`src/rtl/twd_pkg.sv`:
```
package twd_pkg;

  localparam logic [2:0] ADDR_PRE1   = 3'd0;
  localparam logic [2:0] ADDR_PRE2   = 3'd1;
  localparam logic [2:0] ADDR_CFG    = 3'd2;
  localparam logic [2:0] ADDR_RELOAD = 3'd3;
  localparam logic [2:0] ADDR_CTRL   = 3'd4;
  localparam logic [2:0] ADDR_COUNT  = 3'd5;

  localparam logic [15:0] KEY_FIRST  = 16'h0080;
  localparam logic [15:0] KEY_SECOND = 16'h0086;

  typedef enum logic [1:0] {
    UL_IDLE  = 2'd0,
    UL_HALF  = 2'd1,
    UL_ARMED = 2'd2
  } unlockState_t;

  // control -> datapath
  typedef struct packed {
    logic kick;
    logic enable;
    logic fastRate;
    logic freeMode;
    logic resetEn;
  } ctrlStrobes_t;

  // datapath -> control
  typedef struct packed {
    logic stage1Exp;
    logic stage2Exp;
  } dpEvents_t;

endpackage

```
`src/rtl/twd_ctrl.sv`:
```
module twd_ctrl
  import twd_pkg::*;
#(
  parameter int CNT_W  = 20,
  parameter int DATA_W = 32,
  parameter logic [CNT_W-1:0] PRE1_RST = 20'h003FF,
  parameter logic [CNT_W-1:0] PRE2_RST = 20'h003FF
) (
  input  logic              clk,
  input  logic              rst_n,
  input  logic              porRst_n,
  input  logic              wrEn,
  input  logic [2:0]        wrAddr,
  input  logic [DATA_W-1:0] wrData,
  input  logic [2:0]        rdAddr,
  output logic [DATA_W-1:0] rdData,
  input  dpEvents_t         events,
  input  logic [CNT_W-1:0]  count,
  output ctrlStrobes_t      strb,
  output logic [CNT_W-1:0]  pre1,
  output logic [CNT_W-1:0]  pre2,
  output logic [1:0]        irqKind,
  output logic              lockBit,
  output logic              timeoutFlag,
  output logic              flagClr,
  output logic              armed,
  output logic              protWr
);

  unlockState_t     ulQ;
  logic [CNT_W-1:0] pre1Q, pre2Q;
  logic             resetEnQ, fastQ;
  logic [1:0]       kindQ;
  logic             lockQ, enQ, freeQ, flagQ;
  logic             reloadWr, protAddr, kick;

  assign reloadWr = wrEn && (wrAddr == ADDR_RELOAD);
  assign armed    = (ulQ == UL_ARMED);
  assign protAddr = (wrAddr == ADDR_PRE1) || (wrAddr == ADDR_PRE2) ||
                    (wrAddr == ADDR_RELOAD);
  assign protWr   = wrEn && armed && protAddr;
  assign kick     = protWr && reloadWr && wrData[8];
  assign flagClr  = protWr && reloadWr && wrData[9];

  // unlock key sequencer
  always_ff @(posedge clk or negedge rst_n) begin
    if (!rst_n) begin
      ulQ <= UL_IDLE;
    end else if (protWr) begin
      ulQ <= UL_IDLE;
    end else if (reloadWr) begin
      unique case (ulQ)
        UL_IDLE: ulQ <= (wrData[15:0] == KEY_FIRST)  ? UL_HALF  : UL_IDLE;
        UL_HALF: ulQ <= (wrData[15:0] == KEY_SECOND) ? UL_ARMED : UL_IDLE;
        default: ulQ <= UL_IDLE;
      endcase
    end
  end

  // register file
  always_ff @(posedge clk or negedge rst_n) begin
    if (!rst_n) begin
      pre1Q    <= PRE1_RST;
      pre2Q    <= PRE2_RST;
      resetEnQ <= 1'b0;
      fastQ    <= 1'b0;
      kindQ    <= 2'd0;
      lockQ    <= 1'b0;
      enQ      <= 1'b0;
      freeQ    <= 1'b0;
    end else if (wrEn) begin
      if (protWr && wrAddr == ADDR_PRE1) pre1Q <= wrData[CNT_W-1:0];
      if (protWr && wrAddr == ADDR_PRE2) pre2Q <= wrData[CNT_W-1:0];
      if (wrAddr == ADDR_CFG) begin
        resetEnQ <= wrData[5];
        fastQ    <= wrData[2];
        kindQ    <= wrData[1:0];
      end
      if (wrAddr == ADDR_CTRL) begin
        if (!lockQ) begin
          freeQ <= wrData[2];
          enQ   <= wrData[1];
          lockQ <= wrData[0];
        end else begin
          enQ <= enQ | wrData[1];
        end
      end
    end
  end

  // sticky timeout flag, only power-on reset clears it
  always_ff @(posedge clk or negedge porRst_n) begin
    if (!porRst_n) begin
      flagQ <= 1'b0;
    end else if (events.stage2Exp) begin
      flagQ <= 1'b1;
    end else if (flagClr) begin
      flagQ <= 1'b0;
    end
  end

  always_comb begin
    rdData = '0;
    unique case (rdAddr)
      ADDR_PRE1:   rdData = DATA_W'(pre1Q);
      ADDR_PRE2:   rdData = DATA_W'(pre2Q);
      ADDR_CFG: begin
        rdData[5]   = resetEnQ;
        rdData[2]   = fastQ;
        rdData[1:0] = kindQ;
      end
      ADDR_RELOAD: rdData[9] = flagQ;
      ADDR_CTRL:   rdData[2:0] = {freeQ, enQ, lockQ};
      ADDR_COUNT:  rdData = DATA_W'(count);
      default:     rdData = '0;
    endcase
  end

  assign strb.kick     = kick;
  assign strb.enable   = enQ;
  assign strb.fastRate = fastQ;
  assign strb.freeMode = freeQ;
  assign strb.resetEn  = resetEnQ;

  assign pre1        = pre1Q;
  assign pre2        = pre2Q;
  assign irqKind     = kindQ;
  assign lockBit     = lockQ;
  assign timeoutFlag = flagQ;

endmodule

```
`src/rtl/twd_datapath.sv`:
```
module twd_datapath
  import twd_pkg::*;
#(
  parameter int CNT_W     = 20,
  parameter int SLOW_LOG2 = 15,
  parameter int FAST_LOG2 = 5
) (
  input  logic             clk,
  input  logic             rst_n,
  input  ctrlStrobes_t     strb,
  input  logic [CNT_W-1:0] pre1,
  input  logic [CNT_W-1:0] pre2,
  output logic [CNT_W-1:0] count,
  output dpEvents_t        events,
  output logic             irqOut,
  output logic             rstReq
);

  localparam logic [SLOW_LOG2-1:0] SLOW_MASK = '1;
  localparam logic [SLOW_LOG2-1:0] FAST_MASK = SLOW_MASK >> (SLOW_LOG2 - FAST_LOG2);

  logic [SLOW_LOG2-1:0] preQ;
  logic [CNT_W-1:0]     countQ;
  logic                 stage2Q, stoppedQ, irqQ, rstQ;
  logic [SLOW_LOG2-1:0] mask;
  logic                 running, tick, lastTick;

  assign mask     = strb.fastRate ? FAST_MASK : SLOW_MASK;
  assign running  = strb.enable && !strb.kick && !stoppedQ;
  assign tick     = running && ((preQ & mask) == mask);
  assign lastTick = tick && (countQ <= CNT_W'(1));

  assign events.stage1Exp = lastTick && (!stage2Q || strb.freeMode);
  assign events.stage2Exp = lastTick && stage2Q && !strb.freeMode;

  always_ff @(posedge clk or negedge rst_n) begin
    if (!rst_n) begin
      preQ     <= '0;
      countQ   <= '0;
      stage2Q  <= 1'b0;
      stoppedQ <= 1'b0;
      irqQ     <= 1'b0;
      rstQ     <= 1'b0;
    end else begin
      irqQ <= 1'b0;
      rstQ <= 1'b0;
      if (!strb.enable || strb.kick) begin
        preQ     <= '0;
        countQ   <= pre1;
        stage2Q  <= 1'b0;
        stoppedQ <= 1'b0;
      end else if (!stoppedQ) begin
        preQ <= preQ + 1'b1;
        if (events.stage1Exp) begin
          irqQ    <= 1'b1;
          countQ  <= strb.freeMode ? pre1 : pre2;
          stage2Q <= !strb.freeMode;
        end else if (events.stage2Exp) begin
          rstQ     <= strb.resetEn;
          stoppedQ <= 1'b1;
          countQ   <= '0;
        end else if (tick) begin
          countQ <= countQ - CNT_W'(1);
        end
      end
    end
  end

  assign count  = countQ;
  assign irqOut = irqQ;
  assign rstReq = rstQ;

endmodule

```
`src/rtl/twostage_wdt.sv`:
```
module twostage_wdt
  import twd_pkg::*;
#(
  parameter int CNT_W     = 20,
  parameter int DATA_W    = 32,
  parameter int SLOW_LOG2 = 15,
  parameter int FAST_LOG2 = 5,
  parameter logic [CNT_W-1:0] PRE1_RST = 20'h003FF,
  parameter logic [CNT_W-1:0] PRE2_RST = 20'h003FF
) (
  input  logic              clk,
  input  logic              rst_n,
  input  logic              porRst_n,
  input  logic              wrEn,
  input  logic [2:0]        wrAddr,
  input  logic [DATA_W-1:0] wrData,
  input  logic [2:0]        rdAddr,
  output logic [DATA_W-1:0] rdData,
  output logic              irqOut,
  output logic [1:0]        irqKind,
  output logic              rstReq
);

  ctrlStrobes_t     strb;
  dpEvents_t        events;
  logic [CNT_W-1:0] pre1, pre2, count;
  logic             lockBit, timeoutFlag, flagClr, armed, protWr;
  logic             enBit, resetEnBit;

  assign enBit      = strb.enable;
  assign resetEnBit = strb.resetEn;

  twd_ctrl #(
    .CNT_W(CNT_W), .DATA_W(DATA_W), .PRE1_RST(PRE1_RST), .PRE2_RST(PRE2_RST)
  ) u_ctrl (
    .clk(clk), .rst_n(rst_n), .porRst_n(porRst_n),
    .wrEn(wrEn), .wrAddr(wrAddr), .wrData(wrData),
    .rdAddr(rdAddr), .rdData(rdData),
    .events(events), .count(count),
    .strb(strb), .pre1(pre1), .pre2(pre2), .irqKind(irqKind),
    .lockBit(lockBit), .timeoutFlag(timeoutFlag), .flagClr(flagClr),
    .armed(armed), .protWr(protWr)
  );

  twd_datapath #(
    .CNT_W(CNT_W), .SLOW_LOG2(SLOW_LOG2), .FAST_LOG2(FAST_LOG2)
  ) u_dp (
    .clk(clk), .rst_n(rst_n), .strb(strb), .pre1(pre1), .pre2(pre2),
    .count(count), .events(events), .irqOut(irqOut), .rstReq(rstReq)
  );

endmodule

```
`config.mk`:
```
export PLATFORM = sky130hd
export DESIGN_NAME = twostage_wdt
export DESIGN_NICKNAME = d
export VERILOG_FILES = /design/src/rtl/twd_pkg.sv /design/src/rtl/twd_ctrl.sv /design/src/rtl/twd_datapath.sv /design/src/rtl/twostage_wdt.sv
export SDC_FILE = /design/constraint.sdc
export NUM_CORES = 1
export LEC_CHECK = 0
export BUFFER_PORTS_ARGS = -buffer_cell sky130_fd_sc_hd__buf_2
export CORE_AREA = 5 5 107 109
export DETAILED_ROUTE_END_ITERATION = 8
export DIE_AREA = 0 0 112 114
export PLACE_DENSITY = 0.71
export SYNTH_ARGS = -nofsm -noshare
export SYNTH_HDL_FRONTEND = slang
export SYNTH_SLANG_ARGS = --single-unit
```
`constraint.sdc`:
```
create_clock -name clk -period 3.7 [get_ports clk]
set_input_delay 0.185 -clock clk [delete_from_list [all_inputs] [get_ports clk]]
set_output_delay 0.185 -clock clk [all_outputs]
set_load 0.05 [all_outputs]
```
# Word-level counts from Yosys, hierarchy flattened
# Cells that the tools add are included.
[classes]
n_bitwise = 3
n_reduce_logical = 38
n_eq_ne = 15
mux = 38
n_addsub = 2
order_cmp = 1
[op_table]
columns = ["op", "n"]
rows = [
  ["20-bit 2-to-1 mux", 6],
  ["15-bit 2-to-1 mux", 3],
  ["16-bit by 8-bit equality test with 1-bit output (second input constant)", 2],
  ["10-bit case mux with 3 select lines", 1],
  ["20-bit by 1-bit <= comparator with 1-bit output (second input constant)", 1],
  ["20-bit by 1-bit subtractor with 20-bit output (second input constant)", 1],
  ["1-bit 2-to-1 mux", 19],
  ["15-bit by 1-bit adder with 15-bit output (second input constant)", 1],
  ["15-bit AND", 1],
  ["15-bit equality test", 1],
  ["1-bit logical AND", 15],
  ["3-bit case mux with 5 select lines", 1],
  ["3-bit by 2-bit equality test with 1-bit output (second input constant)", 4],
  ["2-bit AND reduction", 6],
  ["3-bit equality test (second input constant)", 3],
  ["3-bit case mux with 3 select lines", 1],
  ["1-bit case mux with 4 select lines", 2],
  ["3-bit by 1-bit equality test with 1-bit output (second input constant)", 2],
  ["3-bit logical NOT", 2],
  ["2-bit 2-to-1 mux", 3],
  ["2-bit case mux with 3 select lines", 1],
  ["2-bit nonzero test", 3],
  ["1-bit logical NOT", 5],
  ["1-bit logical OR", 4],
  ["9 further kinds", 9],
]
[word_totals]
elab_cells = 113
reg_bits = 89
output_inout_bits = 36
input_bits = 42

# Longest topological paths before layout
# Gate-level depths: netlist of run 1.
[depth]
word_depth = 17
depth_mapped = 9
ltp_nobuf = 8

# Modules after synthesis
# A second synthesis of run 1 with hierarchy kept.
[hier_totals]
cells_unflattened = 544
hier_area_um2 = 5557.8
[by_module_without_submodules]
columns = ["mod", "cells_each", "instances", "area_each_um2", "seq_area_each_um2"]
rows = [
  ["twd_ctrl", 239, 1, 2851.5, 1276.2],
  ["twd_datapath", 305, 1, 2706.3, 975.9],
]

# Least setup slack after synthesis of run 1
# No wires, ideal clock.
[synth_timing]
path_kind = "reg-to-reg"
startpoint = "reg u_dp.countQ[13], in the netlist u_dp.count[13]"
endpoint = "reg u_dp.countQ[10], in the netlist u_dp.count[10]"
stages_incl_launch_ff = 8
path_slack_ns = 1.434
synth_period_minus_slack_ns = 2.266
arrival_ns = 2.140
n_path_buf = 1
setup_ns = 0.126
required_ns = 3.574
cell_sequence = "dfrtp_1 > buf_6 > or4_4 > or3_4 > nor4_1 > o211ai_1 > a32o_1 > a221o_1"
[synth_via]
elab_chain_cells = 8
word_cells_on_any_way = 11
classes_between = "order compare: 1; mux: 4; reduce/logical: 6"
[synth_rtl]
columns = ["element", "line_no", "source"]
rows = [
  ["start, declared", "twd_datapath.sv:23", "logic [CNT_W-1:0] countQ;"],
  ["start signal, assigned", "twd_datapath.sv:49", "countQ <= pre1;"],
  ["start signal, assigned", "twd_datapath.sv:56", "countQ <= strb.freeMode ? pre1 : pre2;"],
  ["start signal, assigned", "twd_datapath.sv:63", "countQ <= countQ - CNT_W'(1);"],
  ["20-bit by 1-bit <= comparator with 1-bit output *", "twd_datapath.sv:31", "assign lastTick = tick && (countQ <= CNT_W'(1));"],
  ["1-bit logical AND *", "twd_datapath.sv:31", ""],
  ["1-bit logical AND (2 in a row)", "twd_datapath.sv:34", "assign events.stage2Exp = lastTick && stage2Q && !strb.freeMode;"],
  ["20-bit 2-to-1 mux", "twd_datapath.sv:58", "end else if (events.stage2Exp) begin"],
  ["20-bit 2-to-1 mux", "twd_datapath.sv:54", "if (events.stage1Exp) begin"],
  ["20-bit 2-to-1 mux", "twd_datapath.sv:52", "end else if (!stoppedQ) begin"],
  ["20-bit 2-to-1 mux", "twd_datapath.sv:47", "if (!strb.enable || strb.kick) begin"],
]
# Mark *: on every way between the ends. The rest lies on a longest branch, timed or not. The select of a mux whose other input is x is not followed.
# A chain may end at the register's enable or synchronous reset.

# Worst setup path after layout of run 1
[layout_timing]
startpoint = "reg u_dp.countQ[8], in the netlist u_dp.count[8]"
endpoint = "reg u_dp.rstQ, in the netlist u_dp.rstReq"
[layout_via]
elab_chain_cells = 8
word_cells_on_any_way = 9
classes_between = "order compare: 1; mux: 4; reduce/logical: 4"
[layout_rtl]
columns = ["element", "line_no", "source"]
rows = [
  ["20-bit by 1-bit <= comparator with 1-bit output *", "twd_datapath.sv:31", ""],
  ["1-bit logical AND *", "twd_datapath.sv:31", ""],
  ["1-bit logical AND (2 in a row)", "twd_datapath.sv:34", ""],
  ["1-bit 2-to-1 mux", "twd_datapath.sv:58", ""],
  ["1-bit 2-to-1 mux *", "twd_datapath.sv:54", ""],
  ["1-bit 2-to-1 mux *", "twd_datapath.sv:52", ""],
  ["1-bit 2-to-1 mux *", "twd_datapath.sv:47", ""],
  ["end signal, assigned", "twd_datapath.sv:59", "rstQ <= strb.resetEn;"],
  ["end, declared", "twd_datapath.sv:24", "logic stage2Q, stoppedQ, irqQ, rstQ;"],
]
# Mark *: on every way between the ends. The rest lies on a longest branch, timed or not.

==> results of run 1 <==
==> critical path, cell delays in order, from the launching register on <==
cell and delay [ns]:
dfrtp_1 0.47, or4_1 0.60, nor3_2 0.32, nand3_1 0.45, nor2_1 0.35, nand2_1 0.14
nor4_1 0.23
==> how the worst max path moves through the flow <==
stage                   start              to  slack [ns]
2_1_floorplan  u_dp.count[13]  u_dp.count[10]        1.43
3_3_place_gp    u_dp.count[8]     u_dp.rstReq        1.15
3_5_place_dp   u_dp.count[10]     u_dp.rstReq        1.08
4_1_cts        u_dp.count[10]     u_dp.rstReq        1.06
5_1_grt         u_dp.count[8]     u_dp.rstReq        0.84
6_report        u_dp.count[8]     u_dp.rstReq        1.04
==> registers in the layout (all words and copies together) (netlist names) <==
name / cells
u_ctrl.freeQ: 1
u_ctrl.irqKind: 2
u_ctrl.lockBit: 1
u_ctrl.pre2: 20
u_dp.stoppedQ: 1
u_dp.stage2Q: 1
u_ctrl.resetEnQ: 1
u_dp.rstReq: 1
u_ctrl.enQ: 1
u_dp.irqOut: 1
u_ctrl.timeoutFlag: 1
u_dp.preQ: 15
u_dp.count: 20
u_ctrl.fastQ: 1
u_ctrl.pre1: 20
u_ctrl.ulQ: 2
==> report_power, final <==
part | switching, mW | leakage (nW) | internal (mW) | total (mW)
Combinational | 0.494 | 1.31 | 0.228 | 0.722
Sequential | 0.0943 | 1.15 | 1.02 | 1.12
Clock | 0.376 | 0.0965 | 0.332 | 0.708
Total | 0.965 | 2.55 | 1.58 | 2.55
==> synthesized netlist by cell type (4+ instances only) <==
| cell | instances | share of area |
|---|---|---|
| a21oi_1 | 36 | 0.035 |
| nor4_1 | 12 | 0.015 |
| inv_1 | 9 | 0.0066 |
| nand3_1 | 17 | 0.017 |
| o31a_1 | 5 | 0.0086 |
| nor3_1 | 8 | 0.0079 |
| buf_2 | 5 | 0.0049 |
| nor2_1 | 65 | 0.048 |
| clkbuf_1 | 22 | 0.016 |
| a31oi_1 | 5 | 0.0061 |
| dfstp_2 | 20 | 0.10 |
| mux2_2 | 43 | 0.095 |
| o21ai_1 | 15 | 0.015 |
| or4_1 | 4 | 0.0059 |
| xor2_1 | 10 | 0.017 |
| nand4_1 | 5 | 0.0061 |
| a22oi_1 | 11 | 0.016 |
| buf_1 | 4 | 0.0029 |
| nand2b_1 | 4 | 0.0049 |
| mux2i_1 | 21 | 0.041 |
| nor2b_1 | 5 | 0.0061 |
| nand2_1 | 35 | 0.026 |
| nor3b_1 | 4 | 0.0059 |
| o211ai_1 | 5 | 0.0074 |
| buf_4 | 12 | 0.018 |
| and3_1 | 6 | 0.0074 |
| o21ai_0 | 18 | 0.018 |
| dfrtp_1 | 69 | 0.34 |
==> final cells by class <==
type / count / area [um2] / share of cell area
Clock buffer: 10 / 138 / 0.0245
Clock inverter: 6 / 66.3 / 0.0118
Inverter: 9 / 33.8 / 0.00601
Multi-Input combinational cell: 397 / 2630 / 0.468
Sequential cell: 89 / 2250 / 0.401
Tap cell: 140 / 175 / 0.0312
Timing Repair Buffer: 60 / 325 / 0.0579
==> placed cells by master (no fill, tap or decap), drive strengths merged, types with 17 or more instances in the layout <==
cell type  count
nand3         17
a21oi         36
dfrtp         69
nor2          66
mux2          43
buf           58
dfstp         20
nand2         35
mux2i         21
o21ai         33
==> through the flow <==
| step | setup slack (ns) | std cells | hold slack [ns] | utilization | area (um2) |
|---|---|---|---|---|---|
| after global placement | 1.15 | 693 | -0.0385 | 0.513 | 5400 |
| after global routing | 0.839 | 711 | 0.0447 | 0.535 | 5620 |
| after floorplan | 1.43 | 539 | -0.111 | - | 5130 |
| final | 1.04 | 711 | 0.0564 | 0.535 | 5620 |
| after detailed placement | 1.08 | 693 | -0.0386 | 0.513 | 5400 |
| after CTS | 1.06 | 711 | 0.0404 | 0.535 | 5620 |
==> metal layers <==
metal	up-vias	GRT usage	routed length, um
li1	1974	-	-
met1	2148	0.284	5600
met2	186	0.366	6490
met3	31	0.0398	897
met4	0	0.102	432
met5	-	0	0
==> cells by family after synthesis <==
| logic type | after synthesis | synth area share |
|---|---|---|
| compound gates | 118 | 0.144 |
| xor+xnor | 13 | 0.0224 |
| fa+ha+maj | 3 | 0.00737 |
| buf+inv | 53 | 0.0506 |
| flops | 89 | 0.442 |
| mux | 67 | 0.150 |
| other cells | 1 | 0.000736 |
| simple gates | 184 | 0.183 |
==> repair_timing <==
item,CTS,global route
endpoints found under the hold margin,46,0
endpoints found under the setup margin,0,0
resized for setup,0,0
buffers inserted,0,0
hold buffers,2,0
==> impl_metrics.tcl, run 1 <==
set metrics [dict create \
    finClkSkew_ns 0.0126 \
    synth_warnings 0 \
    antenna_found_initial 0 \
    drcViolationCount 0 \
    critPathLaunchType "flop" \
    wl_per_cell_um 18.9 \
    dpl.hpwl_mm 9.42 \
    fill_cells 979 \
    slew_violations 0 \
    fp-row-count 38 \
    cts.sinks 89 \
    reg2reg_depth 6 \
    crit_type "reg2reg" \
    fin_nets 611 \
    rsz0062_at_grt "no" \
    min_period_ns 2.66 \
    grt_pass1_wl_mm 22.8 \
    r2r-end "u_dp.rstReq" \
    min_path_cells 2 \
    ir_worst_vdd_mv 0.348 \
    finalSetupViolations 0 \
    grt_pass1_vias 4559 \
    worstPathMaxFanout 12 \
    cts_made_buffers 9 \
    totalPowerFinal_mw 2.55 \
    min_to "u_ctrl.pre2[16]" \
    hold_start "wrData[16]" \
    power_density_mw_per_mm2 454 \
    outcome "finished, final reports clean" \
    cp.required_ns 3.97 \
    synth_seq_cells 89 \
    die_area_mm2 0.0128 \
    cts_buffer_depth 2 \
    gp_congestion 0.898 \
    rrSetupSlack_ns 1.04 \
    portBuffers 53 \
    first_pass_iters 6 \
    cts-root-buf "clkbuf_8" \
    worstMarginPinSlew_ns 1.18 \
    syn_inst 528 \
    die_x_um 112 \
    clkLatencyLatePin_ns 0.37 \
    gr-usage-all-layers 0.221 \
    grt_max_degree 65 \
    max_cap_violations 0 \
    via_per_inst 6.10 \
    hold_class "in2reg" \
    synth.avg_cell_area_um2 9.65 \
    worstReg2RegStart "u_dp.count[8]" \
    timing.fmax_ghz 0.376 \
    cts_tree "built" \
    fin_crit_sh 0.719 \
    fin_setup_tns_ns 0 \
    drt_iter0_drc 309 \
    end_kind "flop" \
    num_vias 4339 \
    hold_viol_final 0 \
    syn_area_mm2 0.00509 \
    synth_edf_count 0 \
    seq_area_frac_synth 0.442 \
    clkTransAtPathRegs_ns 0.10 \
    pin_count 78 \
    drive_gt1_frac 0.259 \
    grt-ovfl-total 0 \
    synth_cell_types 60 \
    async_flop_share 1.00 \
    diodes 0 \
    start_util 0.485 \
    core_mm2 0.0105 \
    antenna_left 0 \
    htreeDepth 3 \
    cp.arrival_ns 2.93 \
    die_h_um 114 \
    relSlewSlack 0.214 \
    routed_wirelength_mm 13.4 \
    ys.flop_type "dfrtp_1" \
    power_leakage_nw 2.55 \
    area_growth_pct 10.3 \
]
Note: power is estimated with default switching activity, not from simulation.
==> run 2: changes to the inputs <==
- clock period: 3.7 -> 2.5 ns (I/O delays scaled with it)
==> run 2 against run 1 <==
  * Clock skew fell by 0.0015 ns
  * Sequential share of layout area fell by 1.1 points
  * Total power rose by 50%
  * Global-route usage barely moved
  * Highest routed layer unchanged
  * Largest cell class unchanged
  * Cell count rose by 3.0%
  * Die area did not move
  * Via count barely moved
==> impl_metrics.tcl, run 2 (synthesis gave the netlist of run 1 again) <==
set metrics [dict create \
    finClkSkew_ns 0.0111 \
    grt_pass1_vias 4437 \
    gp_congestion 0.976 \
    power_leakage_nw 2.65 \
    wl_per_cell_um 18.6 \
    portBuffers 53 \
    switching_share 0.374 \
    worstMarginPinSlew_ns 0.828 \
    drive_gt1_frac 0.289 \
    fp-row-count 38 \
    setup.worst_path.start "u_dp.count[0]" \
    fin_crit_sh 0.971 \
    fin_setup_tns_ns 0 \
    p_switching_mw 1.43 \
    die_h_um 114 \
    start_util 0.485 \
    routed_wirelength_mm 13.6 \
    placedCellCount 713 \
    slew_violations 0 \
    hold_start "wrData[18]" \
    cts_tree "built" \
    max_cap_violations 0 \
    die_x_um 112 \
    drcViolationCount 0 \
    htreeDepth 3 \
    clkLatencyLatePin_ns 0.37 \
    path_delay_family "simple AND/OR/NAND/NOR gates" \
    finalSetupViolations 0 \
    cts_buffer_depth 2 \
    r2r-end "u_dp.count[10]" \
    cp.arrival_ns 2.68 \
    core_mm2 0.0105 \
    grt-ovfl-total 0 \
    via_per_inst 5.93 \
    mostFrequentLayoutCells "dfrtp_1 (68), nor2_1 (65), buf_2 (52), mux2_2 (43), a21oi_1 (36)" \
    grt_max_degree 57 \
    cts-root-buf "clkbuf_8" \
    cts_setup_buffers 0 \
    path_buf_inv 1 \
    pre_cts_ws_ns 0.0618 \
    hold_viol_final 0 \
    relSlewSlack 0.446 \
    power_density_mw_per_mm2 659 \
    clkTransAtPathRegs_ns 0.08 \
    rrSetupSlack_ns 0.07 \
    diodes 0 \
    power_frac_clock 0.244 \
    cp_cell_sequence "inv_1 -> ha_1 -> nor2_1 -> or4_1 -> nor4_2 -> o211ai_1 -> a32o_1 -> a221o_1" \
    setup_ws_ns 0.0721 \
    fin_nets 632 \
    drt_iter0_drc 296 \
    grt_pass1_wl_mm 22.6 \
    critPathMaxStageDelay_ns 0.50 \
    critical_path.slowest_cell "or4_1" \
    pin_count 78 \
    timing.fmax_ghz 0.412 \
    dpl.hpwl_mm 9.93 \
    power_frac_seq 0.420 \
    first_pass_iters 5 \
    worstReg2RegStart "u_dp.count[0]" \
    area_growth_pct 13.5 \
    antenna_left 0 \
    rsz0062_at_grt "no" \
    ir_worst_vdd_mv 0.355 \
    crit_type "reg2reg" \
    cts.sinks 89 \
    min_period_ns 2.43 \
    cts_made_buffers 9 \
    combPwrFrac 0.336 \
    worstPathMaxFanout 7 \
    num_vias 4341 \
    min_to "u_ctrl.pre2[18]" \
    reg2reg_depth 8 \
    layout_commonest_cell "dfrtp_1" \
    cp.required_ns 2.75 \
    antenna_found_initial 0 \
    die_area_mm2 0.0128 \
    critPathLaunchType "flop" \
    min_path_cells 2 \
    gr-usage-all-layers 0.221 \
    end_kind "flop" \
    hold_class "in2reg" \
    fin_cells 732 \
    outcome "finished, final reports clean" \
    intPower_mw 2.39 \
]
## run 2: worst max-delay path by stage
stage | end | depth (start not counted)
global placement | u_dp.count[10] | 8
floorplan | u_dp.count[10] | 7
CTS | u_dp.count[10] | 8
finish | u_dp.count[10] | 8
detailed placement | u_dp.count[10] | 8
global route | u_dp.count[10] | 8
## run 2: metal layers
metal | routed length (um) | up-vias | GRT usage
met5 | 0 | - | 0
met4 | 422 | 0 | 0.0962
met3 | 810 | 35 | 0.0382
met2 | 6610 | 166 | 0.371
met1 | 5730 | 2129 | 0.284
li1 | - | 2011 | -
## run 2: area by class of cell
cell class	instances	area [um2]
Sequential cell	89	2250
Inverter	9	33.8
Multi-Input combinational cell	397	2640
Clock buffer	12	155
Timing Repair Buffer	81	498
Fill cell	960	4730
Tap cell	140	175
Clock inverter	4	27.5
## run 2: what timing repair did
item	in CTS	in global routing
hold buffers	3	0
endpoints found under the hold margin	34	0
gates resized for setup	0	3
endpoints found under the setup margin	0	2
## run 2: power by group through the flow
stage	logic [mW]	clock network [mW]	registers, mW
floorplan	0.797	0	1.63
global placement	1.23	0	1.62
detailed placement	1.25	0	1.63
CTS	1.26	0.947	1.60
global route	1.39	1.01	1.61
finish	1.28	0.931	1.60
## run 2: per-stage QoR
| step | hold slack [ns] | total power [mW] | cell area, um2 | util |
|---|---|---|---|---|
| 2_1_floorplan | -0.171 | 2.42 | 5130 | - |
| 3_3_place_gp | -0.0996 | 2.85 | 5560 | 0.529 |
| 3_5_place_dp | -0.0990 | 2.88 | 5560 | 0.529 |
| 4_1_cts | 0.00382 | 3.80 | 5770 | 0.549 |
| 5_1_grt | 0.00952 | 4.02 | 5780 | 0.550 |
| 6_report | 0.00712 | 3.81 | 5780 | 0.550 |
==> run 3: changes to the inputs <==
- ABC_AREA: unset -> 1
- CORE_AREA: 5 5 107 109 -> 5 5 112 114
- DIE_AREA: 0 0 112 114 -> 0 0 117 119
- PLACE_DENSITY: 0.71 -> 0.7
==> run 3 against run 2 <==
  * The flow now finishes with violations (negative hold slack)
  * Combinational power grew 50%
  * Area after synthesis up 9.1%
  * Clock power is 40% higher
  * Via count grew 20%
  * Critical path depth down 2
  * Sequential share of layout area shrank 2.1 points
  * Fmax grew 5.4%
  * Cell count up 29%
  * Register-to-register slack gained 0.33 ns
  * Largest cell class unchanged
  * Largest power group unchanged
==> impl_metrics.tcl, run 3 <==
set metrics [dict create \
    worstPathMaxFanout 26 \
    die_area_mm2 0.0139 \
    finalSetupViolations 0 \
    cts_setup_buffers 0 \
    worstMarginPinSlew_ns 1.03 \
    postPlaceCellArea_mm2 0.00582 \
    setup_ws_ns 0.196 \
    final_area_mm2 0.00611 \
    syn_inst 756 \
    grt_max_degree 83 \
    power_frac_seq 0.408 \
    critical_path.slowest_cell "dfrtp_1" \
    synth_commonest_cells "nand2_1 (217), inv_1 (93), o21ai_0 (84), dfrtp_1 (69), nor2_1 (56)" \
    dpl.hpwl_mm 10.6 \
    htreeDepth 3 \
    switching_share 0.415 \
    synth.avg_cell_area_um2 7.35 \
    drt_iter0_drc 443 \
    antenna_found_initial 0 \
    max_cap_violations 0 \
    synth_seq_cells 89 \
    fin_cells 947 \
    cts_resized 0 \
    via_per_inst 5.51 \
    p_switching_mw 2.25 \
    mostFrequentLayoutCells "nand2_1 (217), inv_1 (93), o21ai_0 (84), dfrtp_1 (69), nor2_1 (56)" \
    cts_tree "built" \
    first_pass_iters 7 \
    cp.arrival_ns 2.18 \
    yosysMostFrequentCell "nand2_1" \
    grt_pass1_wl_mm 24.1 \
    power_frac_clock 0.239 \
    num_vias 5217 \
    fin_crit_sh 0.921 \
    portBuffers 53 \
    hold_viol_final 68 \
    grt_pass1_vias 4891 \
    grt-ovfl-total 0 \
    die_h_um 119 \
    combPwrFrac 0.354 \
    area_growth_pct 9.86 \
    outcome "finished, violations left" \
    cp_cell_sequence "inv_2 -> buf_4 -> o22ai_1 -> a221oi_1 -> o21ai_0 -> buf_2" \
    synth_edf_count 0 \
    violations "negative hold slack" \
    pre_cts_ws_ns 0.448 \
    clkLatencyLatePin_ns 0.35 \
    synth_top_area_share 0.311 \
    start_util 0.491 \
    holdWs_ns -0.0438 \
    cp.required_ns 2.38 \
    cts.sinks 89 \
    core_mm2 0.0113 \
    finClkSkew_ns 0.00976 \
    drive_gt1_frac 0.177 \
    crit_type "reg2out" \
    intPower_mw 3.18 \
    antenna_left 0 \
    relSlewSlack 0.315 \
    pin_count 78 \
    diodes 0 \
    hold_class "in2async" \
    power_density_mw_per_mm2 889 \
    synth_warnings 0 \
    drcViolationCount 0 \
    cts_made_buffers 9 \
    wl_per_cell_um 15.7 \
    synth_area_leader_cell "dfrtp_1" \
    synth_cell_types 35 \
    routed_wirelength_mm 14.9 \
    synthTopCellsByArea "dfrtp_1 (31%), nand2_1 (15%), dfstp_2 (9.5%)" \
    critPathLaunchType "flop" \
    totalPowerFinal_mw 5.43 \
    seq_area_frac_synth 0.405 \
    fin_setup_tns_ns 0 \
    cts-root-buf "clkbuf_16" \
    fin_nets 844 \
    rsz0062_at_grt "no" \
    gp_congestion 0.890 \
    syn_area_mm2 0.00556 \
    fp-row-count 39 \
    ys.flop_type "dfrtp_1" \
    async_flop_share 1.00 \
    final_core_util 0.539 \
    clkTransAtPathRegs_ns 0.07 \
    die_x_um 117 \
    critPathMaxStageDelay_ns 0.61 \
    gr-usage-all-layers 0.217 \
    ir_worst_vdd_mv 0.466 \
    layout_commonest_cell "nand2_1" \
    end_kind "output port" \
    min_period_ns 2.30 \
    power_leakage_nw 3.02 \
    cts_buffer_depth 2 \
    timing.fmax_ghz 0.434 \
    slew_violations 0 \
    placedCellCount 930 \
]
## run 3: changes by cell type after synthesis, moves of 19 or more
| cell | before | now |
|---|---|---|
| o21ai_0 | 18 | 84 |
| mux2i_1 | 21 | 0 |
| mux2_2 | 43 | 0 |
| inv_1 | 9 | 93 |
| nand2_1 | 35 | 217 |
| nand3_1 | 17 | 36 |
| a21oi_1 | 36 | 12 |
| nand4_1 | 5 | 26 |
## run 3: layout make-up
| type | count | area (um2) |
|---|---|---|
| timing repair buffer | 66 | 368 |
| clock buffer | 10 | 229 |
| inverter | 98 | 368 |
| clock inverter | 6 | 50.0 |
| fill | 1059 | 5210 |
| multi-input combinational | 535 | 2660 |
| tap | 143 | 179 |
| sequential | 89 | 2250 |
## run 3: critical path: cells and delay by family, from the launching register on
family	cells	cell delay, ns
AOI/OAI and AO/OA	3	0.51
buffers and inverters	3	0.70
DFF	1	0.61
## run 3: power by group through the flow
stage                     combinational (mW)  sequential [mW]  clock, mW
after floorplan                         1.51             2.12          0
after global placement                  1.84             2.21          0
after detailed placement                1.89             2.22          0
after CTS                               1.90             2.20       1.32
after global routing                    2.18             2.25       1.37
final                                   1.92             2.21       1.30
## run 3: cells by family (layout without fill, tap and decap cells)
| kind of cell | count (synthesis) | count (layout) | share of synthesized area |
|---|---|---|---|
| adders and majority gates | 3 | 3 | 0.00675 |
| buffers and inverters | 143 | 180 | 0.124 |
| DFF | 89 | 89 | 0.405 |
| AOI/OAI and AO/OA | 139 | 139 | 0.149 |
| and+or+nand+nor | 366 | 366 | 0.291 |
| other | 1 | 12 | 0.000675 |
| xor gates and xnor gates | 15 | 15 | 0.0236 |
## run 3: what timing repair did
item,4_1_cts,5_1_grt
endpoints found under the setup margin,0,0
hold buffers,1,0
hold endpoints to repair,1,0
## run 3: final timing paths
path                                from           endpoint  slack (ns)  cells past startpoint
setup / recovery            u_ctrl.freeQ          rdData[2]        0.20                      6
hold / removal                     rst_n  u_ctrl.irqKind[0]       -0.04                      1
setup reg to reg           u_dp.count[0]      u_dp.stoppedQ        0.40                     10
hold reg to reg            u_dp.preQ[14]      u_dp.preQ[14]        0.49                      1
max in group asynchronous          rst_n     u_ctrl.pre2[6]        1.78                      2
min in group clk               wrData[6]     u_ctrl.pre2[6]        0.03                      3
## run 3: metal layers
layer	global-route usage	part of all wire
met1	0.295	0.42
met2	0.336	0.46
met3	0.0390	0.083
met4	0.0989	0.038
met5	0	0
